File: src/rtl/sd_cmd_pkg.sv
package sd_cmd_pkg;

    localparam int CTRL_W    = 14;
    localparam int CMD_IDX_W = 6;
    localparam int CMD_ARG_W = 32;

    typedef enum logic [0:0] {
        SEQ_IDLE = 1'b0,
        SEQ_WAIT = 1'b1
    } seq_state_e;

    typedef struct packed {
        logic       inhibit_defer;
        logic       write_dir;
        logic       data_en;
        logic [1:0] rsp_type;
    } ctrl_word_t;

    typedef struct packed {
        logic tout;
        logic end_cmd;
        logic irq;
    } cmd_flags_t;

    function automatic ctrl_word_t decode_ctrl(input logic [CTRL_W-1:0] w);
        ctrl_word_t c;
        c.rsp_type      = w[1:0];
        c.data_en       = w[2];
        c.write_dir     = w[3];
        c.inhibit_defer = w[10];
        return c;
    endfunction

    function automatic logic expects_rsp(input ctrl_word_t c);
        return c.rsp_type != 2'd0;
    endfunction

endpackage

File: src/rtl/sd_cmd_start_ctl.sv
module sd_cmd_start_ctl (
    input  logic clk,
    input  logic rst,
    input  logic ctrl_we,
    input  logic clk_start,
    input  logic clk_stop,
    input  logic seq_idle,
    input  logic inhibit_q,
    output logic clk_on,
    output logic accept_wr,
    output logic launch
);
    logic pending_q;

    assign accept_wr = ctrl_we & seq_idle;
    assign launch    = seq_idle & ((accept_wr & clk_on) |
                                   (clk_start & pending_q & ~inhibit_q & ~accept_wr));

    always_ff @(posedge clk) begin
        if (rst) begin
            clk_on    <= 1'b0;
            pending_q <= 1'b0;
        end else begin
            if (clk_stop)
                clk_on <= 1'b0;
            else if (clk_start)
                clk_on <= 1'b1;
            if (launch)
                pending_q <= 1'b0;
            else if (accept_wr)
                pending_q <= 1'b1;
        end
    end

    p_start_needs_clock_r3 : assert property (@(posedge clk) disable iff (rst)
        launch |-> (clk_on || clk_start));

    p_inhibit_blocks_r3 : assert property (@(posedge clk) disable iff (rst)
        (clk_start && inhibit_q && !(ctrl_we && clk_on)) |-> !launch);

endmodule

File: src/rtl/sd_cmd_timer.sv
module sd_cmd_timer #(
    parameter int TOUT_W     = 7,
    parameter int TOUT_SHIFT = 8
) (
    input  logic              clk,
    input  logic              rst,
    input  logic              load,
    input  logic [TOUT_W-1:0] tout_val,
    input  logic              run,
    output logic              expired
);
    localparam int CNT_W = TOUT_W + TOUT_SHIFT;

    logic [CNT_W-1:0] cnt_q;

    assign expired = run && (cnt_q == '0);

    always_ff @(posedge clk) begin
        if (rst)
            cnt_q <= '0;
        else if (load)
            cnt_q <= {tout_val, {TOUT_SHIFT{1'b0}}};
        else if (run && cnt_q != '0)
            cnt_q <= cnt_q - 1'b1;
    end

    p_no_early_expiry_r7 : assert property (@(posedge clk) disable iff (rst)
        (load && tout_val != '0) |=> !expired);

endmodule

File: src/rtl/sd_rsp_fifo.sv
module sd_rsp_fifo #(
    parameter int ENTRIES = 9,
    parameter int LEN_W   = 5
) (
    input  logic                  clk,
    input  logic                  rst,
    input  logic                  rewind,
    input  logic                  fill,
    input  logic [LEN_W-1:0]      fill_len,
    input  logic [ENTRIES*16-1:0] fill_bytes,
    input  logic                  rd,
    output logic [15:0]           rdata
);
    localparam int IDX_W = $clog2(ENTRIES + 1);

    logic [15:0]      mem_q [ENTRIES];
    logic [IDX_W-1:0] rd_idx_q;

    function automatic logic [7:0] pick_byte(input logic [ENTRIES*16-1:0] b,
                                             input logic [LEN_W-1:0] n, input int k);
        if (k < int'(n))
            return b[8*k +: 8];
        return 8'h00;
    endfunction

    for (genvar e = 0; e < ENTRIES; e++) begin : g_entry
        always_ff @(posedge clk) begin
            if (rst)
                mem_q[e] <= '0;
            else if (fill)
                mem_q[e] <= {pick_byte(fill_bytes, fill_len, 2*e + 1),
                             pick_byte(fill_bytes, fill_len, 2*e)};
        end
    end

    always_ff @(posedge clk) begin
        if (rst || rewind)
            rd_idx_q <= '0;
        else if (rd && rd_idx_q != IDX_W'(ENTRIES))
            rd_idx_q <= rd_idx_q + 1'b1;
    end

    always_comb begin
        rdata = '0;
        for (int e = 0; e < ENTRIES; e++)
            if (rd_idx_q == IDX_W'(e))
                rdata = mem_q[e];
    end

    p_idx_holds_at_end_r8 : assert property (@(posedge clk) disable iff (rst)
        (rd_idx_q == IDX_W'(ENTRIES) && rd && !rewind) |=> rd_idx_q == IDX_W'(ENTRIES));

endmodule

File: src/rtl/sd_cmd_seq.sv
module sd_cmd_seq
    import sd_cmd_pkg::*;
#(
    parameter int RSP_ENTRIES = 9,
    parameter int TOUT_W      = 7,
    parameter int TOUT_SHIFT  = 8,
    localparam int RSP_BITS   = RSP_ENTRIES * 16,
    localparam int LEN_W      = $clog2(RSP_ENTRIES * 2 + 1)
) (
    input  logic                 clk,
    input  logic                 rst,
    input  logic                 cmdat_we,
    input  logic [CTRL_W-1:0]    cmdat_wdata,
    input  logic                 clk_start,
    input  logic                 clk_stop,
    input  logic [CMD_IDX_W-1:0] cmd_index,
    input  logic [CMD_ARG_W-1:0] cmd_arg,
    input  logic [TOUT_W-1:0]    rsp_tout,
    output logic                 card_req,
    output logic [CMD_IDX_W-1:0] card_idx,
    output logic [CMD_ARG_W-1:0] card_arg,
    input  logic                 card_ack,
    input  logic [LEN_W-1:0]     card_rsp_len,
    input  logic [RSP_BITS-1:0]  card_rsp_data,
    input  logic                 rsp_rd,
    output logic [15:0]          rsp_rdata,
    output logic                 stat_clk_on,
    output logic                 stat_tout,
    output logic                 stat_end_cmd,
    output logic                 end_cmd_irq,
    output logic                 data_start,
    output logic                 data_write
);
    seq_state_e state_q;
    ctrl_word_t ctrl_q;
    cmd_flags_t flags_q;
    logic       accept_wr, launch, expired;
    logic       finish, ok_finish, bad_finish;
    logic [LEN_W-1:0] fill_len;

    sd_cmd_start_ctl u_start (
        .clk       (clk),
        .rst       (rst),
        .ctrl_we   (cmdat_we),
        .clk_start (clk_start),
        .clk_stop  (clk_stop),
        .seq_idle  (state_q == SEQ_IDLE),
        .inhibit_q (ctrl_q.inhibit_defer),
        .clk_on    (stat_clk_on),
        .accept_wr (accept_wr),
        .launch    (launch)
    );

    sd_cmd_timer #(.TOUT_W(TOUT_W), .TOUT_SHIFT(TOUT_SHIFT)) u_timer (
        .clk      (clk),
        .rst      (rst),
        .load     (launch),
        .tout_val (rsp_tout),
        .run      (state_q == SEQ_WAIT && !card_ack),
        .expired  (expired)
    );

    assign card_req   = (state_q == SEQ_WAIT);
    assign finish     = card_req && (card_ack || expired);
    assign bad_finish = finish && (expired ||
                        (expects_rsp(ctrl_q) && card_rsp_len == '0));
    assign ok_finish  = finish && !bad_finish;
    assign fill_len   = (ok_finish && expects_rsp(ctrl_q)) ? card_rsp_len : '0;

    sd_rsp_fifo #(.ENTRIES(RSP_ENTRIES), .LEN_W(LEN_W)) u_fifo (
        .clk        (clk),
        .rst        (rst),
        .rewind     (launch),
        .fill       (finish),
        .fill_len   (fill_len),
        .fill_bytes (card_rsp_data),
        .rd         (rsp_rd),
        .rdata      (rsp_rdata)
    );

    always_ff @(posedge clk) begin
        if (rst) begin
            state_q    <= SEQ_IDLE;
            ctrl_q     <= '0;
            flags_q    <= '0;
            card_idx   <= '0;
            card_arg   <= '0;
            data_start <= 1'b0;
            data_write <= 1'b0;
        end else begin
            data_start <= 1'b0;
            if (accept_wr) begin
                ctrl_q  <= decode_ctrl(cmdat_wdata);
                flags_q <= '0;
            end
            if (launch) begin
                state_q  <= SEQ_WAIT;
                card_idx <= cmd_index;
                card_arg <= cmd_arg;
            end else if (finish) begin
                state_q     <= SEQ_IDLE;
                flags_q.irq <= 1'b1;
                if (bad_finish) begin
                    flags_q.tout <= 1'b1;
                end else begin
                    flags_q.end_cmd <= 1'b1;
                    if (ctrl_q.data_en) begin
                        data_start <= 1'b1;
                        data_write <= ctrl_q.write_dir;
                    end
                end
            end
        end
    end

    assign stat_tout    = flags_q.tout;
    assign stat_end_cmd = flags_q.end_cmd;
    assign end_cmd_irq  = flags_q.irq;

    p_req_args_stable_r2 : assert property (@(posedge clk) disable iff (rst)
        (card_req && $past(card_req)) |-> ($stable(card_idx) && $stable(card_arg)));

    p_end_irq_on_ack_r5 : assert property (@(posedge clk) disable iff (rst)
        (card_req && card_ack) |=> end_cmd_irq);

    p_tout_no_data_r6 : assert property (@(posedge clk) disable iff (rst)
        $rose(stat_tout) |-> !data_start);

    p_busy_write_ignored_r10 : assert property (@(posedge clk) disable iff (rst)
        (card_req && cmdat_we && !card_ack && !expired) |=> (card_req && $stable(flags_q)));

endmodule

File: config.mk
export PLATFORM = sky130hd
export DESIGN_NAME = sd_cmd_seq
export DESIGN_NICKNAME = d
export VERILOG_FILES = /design/src/rtl/sd_cmd_pkg.sv /design/src/rtl/sd_cmd_start_ctl.sv /design/src/rtl/sd_cmd_timer.sv /design/src/rtl/sd_rsp_fifo.sv /design/src/rtl/sd_cmd_seq.sv
export SDC_FILE = /design/constraint.sdc
export NUM_CORES = 1
export LEC_CHECK = 0
export BUFFER_PORTS_ARGS = -buffer_cell sky130_fd_sc_hd__buf_2
export CAP_MARGIN = 20
export CORE_MARGIN = 2
export CORE_UTILIZATION = 54
export CTS_BUF_LIST = sky130_fd_sc_hd__clkbuf_4 sky130_fd_sc_hd__clkbuf_8
export CTS_CLUSTER_DIAMETER = 50
export CTS_CLUSTER_SIZE = 10
export DETAILED_ROUTE_END_ITERATION = 10
export HOLD_SLACK_MARGIN = 0.1
export PLACE_DENSITY = 0.87
export REMOVE_ABC_BUFFERS = 1
export SLEW_MARGIN = 20
export SYNTH_ARGS = -nofsm -noshare
export SYNTH_HDL_FRONTEND = slang
export SYNTH_SLANG_ARGS = --single-unit
File: constraint.sdc
create_clock -name clk -period 5.6 [get_ports clk]
set_input_delay 0.56 -clock clk [delete_from_list [all_inputs] [get_ports clk]]
set_output_delay 0.56 -clock clk [all_outputs]
set_load 0.02 [all_outputs]
# Word level (Yosys, flattened, before mapping)
# Memories as Yosys holds them, arrays and structs flattened.
# Index checks and enable logic that the tools add are counted.
[word_totals] register_bits=70 latchBits=0 ramBits=144 rom_bits=0 inputBits=215 out_inout_bits=61 elab_cells=254 mem_count=1
[mem_list] memory="u_fifo.mem_q" depth=9 width=16 rd=9 rd_clocked_by_memory_dff=0 write_ports=9 line="sd_rsp_fifo.sv:16" text="logic [15:0] mem_q [ENTRIES];"
[classes] add_sub_neg=2 multipliers=0 div_mod_pow=0 order_cmp=18 eq_ne=9 n_shift=0 n_mux=160 n_bitwise=22 n_reduce_logical=25
[ops] operator="$mux W8" n=72
[ops] operator="$mux W16" n=18
[ops] operator="$mux W1" n=64
[ops] operator="$lt A4 B5 Y1 const A" n=8
[ops] operator="$mux W15" n=2
[ops] operator="$lt A3 B5 Y1 const A" n=4
[ops] operator="$eq A4 B3 Y1 const B" n=4
[ops] operator="$logic_not A15 Y1" n=1
[ops] operator="$reduce_bool A15 Y1" n=1
[ops] operator="$sub A15 B1 Y15 const B" n=1
[ops] operator="$lt A1 B5 Y1 const A" n=2
[ops] operator="$lt A2 B5 Y1 const A" n=2
[ops] operator="$lt A5 B5 Y1 const A" n=2
[ops] operator="$or A1 B1 Y1" n=10
[ops] operator="$logic_and A1 B1 Y1" n=9
[ops] operator="$mux W3" n=3
[ops] operator="$eq A4 B2 Y1 const B" n=2
[ops] operator="$and A1 B1 Y1" n=6
[ops] operator="$not A1 Y1" n=6
[ops] operator="$reduce_bool A2 Y1" n=3
[ops] operator="$logic_not A5 Y1" n=1
[ops] operator="$mux W5" n=1
[ops] operator="$add A4 B1 Y4 const B" n=1
[ops] operator="$eq A4 B1 Y1 const B" n=1
[ops] operator="other kinds (8)" n=12

# Logic depth before layout (Yosys ltp)
[depth] ltp_word=18 depth_mapped=9 ltp_nobuf=7

# Cells and area by module
# From an unflattened synthesis, not the netlist that was laid out.
[hier_totals] hier_cells=845 hier_area_um2=9811.9
[by_module_without_submodules] mod="sd_rsp_fifo" n_inst=1 cells_each=537 area_each_um2=6954.2 seq_area_each_um2=4404.2
[by_module_without_submodules] mod="sd_cmd_seq" n_inst=1 cells_each=177 area_each_um2=1801.7 seq_area_each_um2=980.9
[by_module_without_submodules] mod="sd_cmd_timer" n_inst=1 cells_each=118 area_each_um2=943.4 seq_area_each_um2=300.3
[by_module_without_submodules] mod="sd_cmd_start_ctl" n_inst=1 cells_each=13 area_each_um2=112.6 seq_area_each_um2=40.0

# Worst setup path after synthesis
# Ideal clock, no wire load.
[synth_timing] path_kind="reg2reg" start="reg u_timer.cnt_q[2]" end="mem u_fifo.mem_q[0][0], enable pin" setup_ns=0.528 arrival_ns=4.443 t_required_ns=5.072 setup_slack_ns=0.628 path_stages_with_launch=5 path_buffers=0 synth_period_minus_slack_ns=4.972 path_cell_list="dfxtp_1 nor4_1 and4_1 o21ai_0 nand2b_1"
[synth_lines] item="start: declaration" line="sd_cmd_timer.sv:14" text="logic [CNT_W-1:0] cnt_q;"
[synth_lines] item="start signal: assignment" line="sd_cmd_timer.sv:22" text="cnt_q <= {tout_val, {TOUT_SHIFT{1'b0}}};"
[synth_lines] item="start signal: assignment" line="sd_cmd_timer.sv:24" text="cnt_q <= cnt_q - 1'b1;"
[synth_lines] item="end: declaration" line="sd_rsp_fifo.sv:16"

# Worst setup path after layout
[layout_timing] start="reg u_fifo.rd_idx_q[3]" end="out rsp_rdata[7]"
[layout_between] elab_chain_cells=10 elab_cells_between_ends=18 cone_classes="8 x eq/ne; 9 x mux; 1 x reduce/logical"
[layout_rtl] item="start: declaration" line="sd_rsp_fifo.sv:17" text="logic [IDX_W-1:0] rd_idx_q;"
[layout_rtl] item="start signal: assignment" line="sd_rsp_fifo.sv:40" text="rd_idx_q <= rd_idx_q + 1'b1;"
[layout_rtl] item="$logic_not A4 Y1" line="sd_rsp_fifo.sv:46" text="if (rd_idx_q == IDX_W'(e))"
[layout_rtl] item="$mux W16 (8 in series)" line="sd_rsp_fifo.sv:46"
[layout_rtl] item="$mux W16 (*)" line="sd_rsp_fifo.sv:46"
[layout_rtl] item="end: declaration" line="sd_cmd_seq.sv:26" text="output logic [15:0] rsp_rdata,"
# Mark *: on every way between the ends. The rest lies on a longest branch, timed or not.

==> results.ini <==
[placement]
post-place-cells=1359
dpl_cell_area_um2=11200
port_buffers=266
dp_hpwl_um=18400
place_congestion=0.887

[hold_path]
hold_path.class=input port to flip-flop

[synth]
synth_seq_cells=214
post-synth-top-area-fraction_pct=44.7
ys_warn_count=0
synthTopCellsByArea=edfxtp_1 (45%), dfxtp_1 (14%), and2_1 (8.3%), nand2_1 (5.0%), a21oi_1 (5.0%)
syn_area_um2=9670
ys.flop_type=edfxtp_1
seq_area_frac_synth_pct=59.2
async_flop_share_pct=0
avgSynthCellArea_um2=10.6
yosys.area.top_type=edfxtp_1
synth_edf_count=144
synthCells=916
synthDistinctLibCells=53

[setup_path]
cp-start-kind=flip-flop
arrival_ns=3.58
cp.required_ns=5.04
cp_max_fo=21
path_cells=nand2b_1, nor4b_2, buf_4, a222oi_1, a21boi_0, o31ai_1, buf_2
rrSetupSlack_ns=2.65
cp_slowest_stage_delay_ns=0.88
crit_slowest_cell=nand2b_1
worstSetupEndpointType=output pin
path_class=flip-flop to output pin

[layout]
final_cell_mix=buf_2 (266), edfxtp_1 (144), nand2_1 (130)
final_common_cell=buf_2
stdcell_area_um2=11800
multi_input_area_um2=3730
syn_to_final_growth_pct=21.7
fin_cells=1414
nFillCells=1345
drive_gt1_share_pct=28.8
seq_area_um2=5730
num-nets-final=1384

[clock_tree]
numCtsBuffers=27
clockBufferDepth=3
clkTransAtPathRegs_ns=0.07
cts_tree=built
clkSinkCount=214
worstSkewPairLatency_ns=0.56
post_cts_buffers=0
hold_buffers=0
cts-resized-gates=0
htreeDepth=1
cts_root_buffer=clkbuf_8

[sta]
rsz0062_at_grt=false
fmax_ghz=0.242
setup_viol=0
whs_ns=0.220
fin_tns_setup_ns=0
min_period_over_period_pct=73.9
finalClockSkew_ns=0.0205
period_minus_slack_ns=4.14
worst_pin_slew_ns=1.07
finalHoldViolations=0
drv_slew=0
slew_headroom_pct=28.2

[run_status]
status=complete, no violations

[detailed_routing]
vias=8012
vias_per_cell=5.67
drtAntennaViolNets=0
wl_per_cell_um=18.7
route.detailed.drc=0
drtIter0Drc=595
first_pass_iters=8
wl_um=26500

[floorplanning]
die_width_um=138
start_util_pct=55.5
die_height_um=138
placementRows=48
core_area_um2=17400
die_area_um2=19000
ios=276

[global_routing]
antenna_found_initial=12
grt_overflow=0
grt_max_degree=88
grt_pass1_wl_um=39100
grt_pass1_vias=7768
grt_usage_pct=27.1

[flow_run]
drv_cap=0

[pwr]
p_leak_nw=4.84
ir_drop_mv=0.220
power_density_nw_per_um2=292

-- critical path, delay by kind of cell, from the launching register on --
kind	cells	cell delay (ns)
AND/OR/NAND/NOR	2	0.99
flip-flops	1	0.83
buffers and inverters	2	0.44
AO/OA/AOI/OAI	3	0.75
-- cell families (layout without fill, tap and decap cells) --
| kind of cell | count (synthesis) | after routing | share of synthesized area [%] |
|---|---|---|---|
| compound gates | 213 | 213 | 14.0 |
| xor+xnor | 10 | 10 | 0.906 |
| fa+ha+maj | 6 | 6 | 0.777 |
| buf+inv | 65 | 330 | 2.69 |
| flops | 214 | 214 | 59.2 |
| mux | 2 | 2 | 0.207 |
| other cells | 0 | 8 | 0 |
| simple gates | 406 | 406 | 22.1 |
-- registers in the layout (all words and copies together) (netlist names) --
register / count
card_arg: 32
card_idx: 6
card_req: 1
ctrl_q: 5
data_start: 1
data_write: 1
end_cmd_irq: 1
stat_end_cmd: 1
stat_tout: 1
u_fifo.mem_q: 144
u_fifo.rd_idx_q: 4
u_start.clk_on: 1
u_start.pending_q: 1
u_timer.cnt_q: 15
-- through the flow --
step           setup slack, ns  total power, mW  util (%)
2_1_floorplan            0.599             2.06         -
3_3_place_gp              2.05             2.24      64.1
3_5_place_dp              1.96             2.25      64.1
4_1_cts                   1.38             3.45      67.4
5_1_grt                   1.22             3.55      67.5
6_report                  1.46             3.44      67.6
-- routing by layer --
metal | wire (um) | vias to the layer above | global-route usage (%)
met1 | 9430 | 3766 | 30.7
met2 | 13200 | 380 | 48.4
met4 | 763 | 6 | 8.39
met3 | 3090 | 63 | 8.98
li1 | - | 3797 | -
met5 | 34 | - | 0
-- final cells by class --
cell class / count / area share [%]
clock buffer: 41 / 4.10
tap: 225 / 2.39
multi-input combinational: 637 / 31.7
inverter: 8 / 0.255
sequential: 214 / 48.7
clock inverter: 6 / 0.691
timing repair buffer: 275 / 12.0
antenna: 8 / 0.170
-- path summary, 6_finish.rpt --
| path | start | end | cells past startpoint |
|---|---|---|---|
| min | clk_stop | u_start.clk_on | 2 |
| max reg2reg | u_timer.cnt_q[2] | u_fifo.mem_q[5][5] | 5 |
| max | u_fifo.rd_idx_q[3] | rsp_rdata[7] | 7 |
| min reg2reg | card_arg[0] | card_arg[0] | 2 |
-- power breakdown --
part	leakage, nW	internal (mW)	switching (mW)
registers	2.07	1.76	0.0322
logic	2.46	0.164	0.269
clock network	0.306	0.642	0.572
total	4.84	2.56	0.873
-- cell usage after synthesis, drive strengths merged (3+ instances only) --
master,instances
o211ai,4
dfxtp,70
a21boi,15
nand2,130
nor3,10
buf,10
a31oi,21
o21ai,19
ha,6
nand4,7
xor2,6
xnor2,4
clkbuf,47
and3,16
or3,9
nor2b,19
inv,7
nor4,5
edfxtp,144
or4,3
a222oi,16
nand2b,23
o31ai,17
nor2,37
o221ai,15
nand3,9
a21oi,97
and2,129
Power figures use the tool's default switching activity.
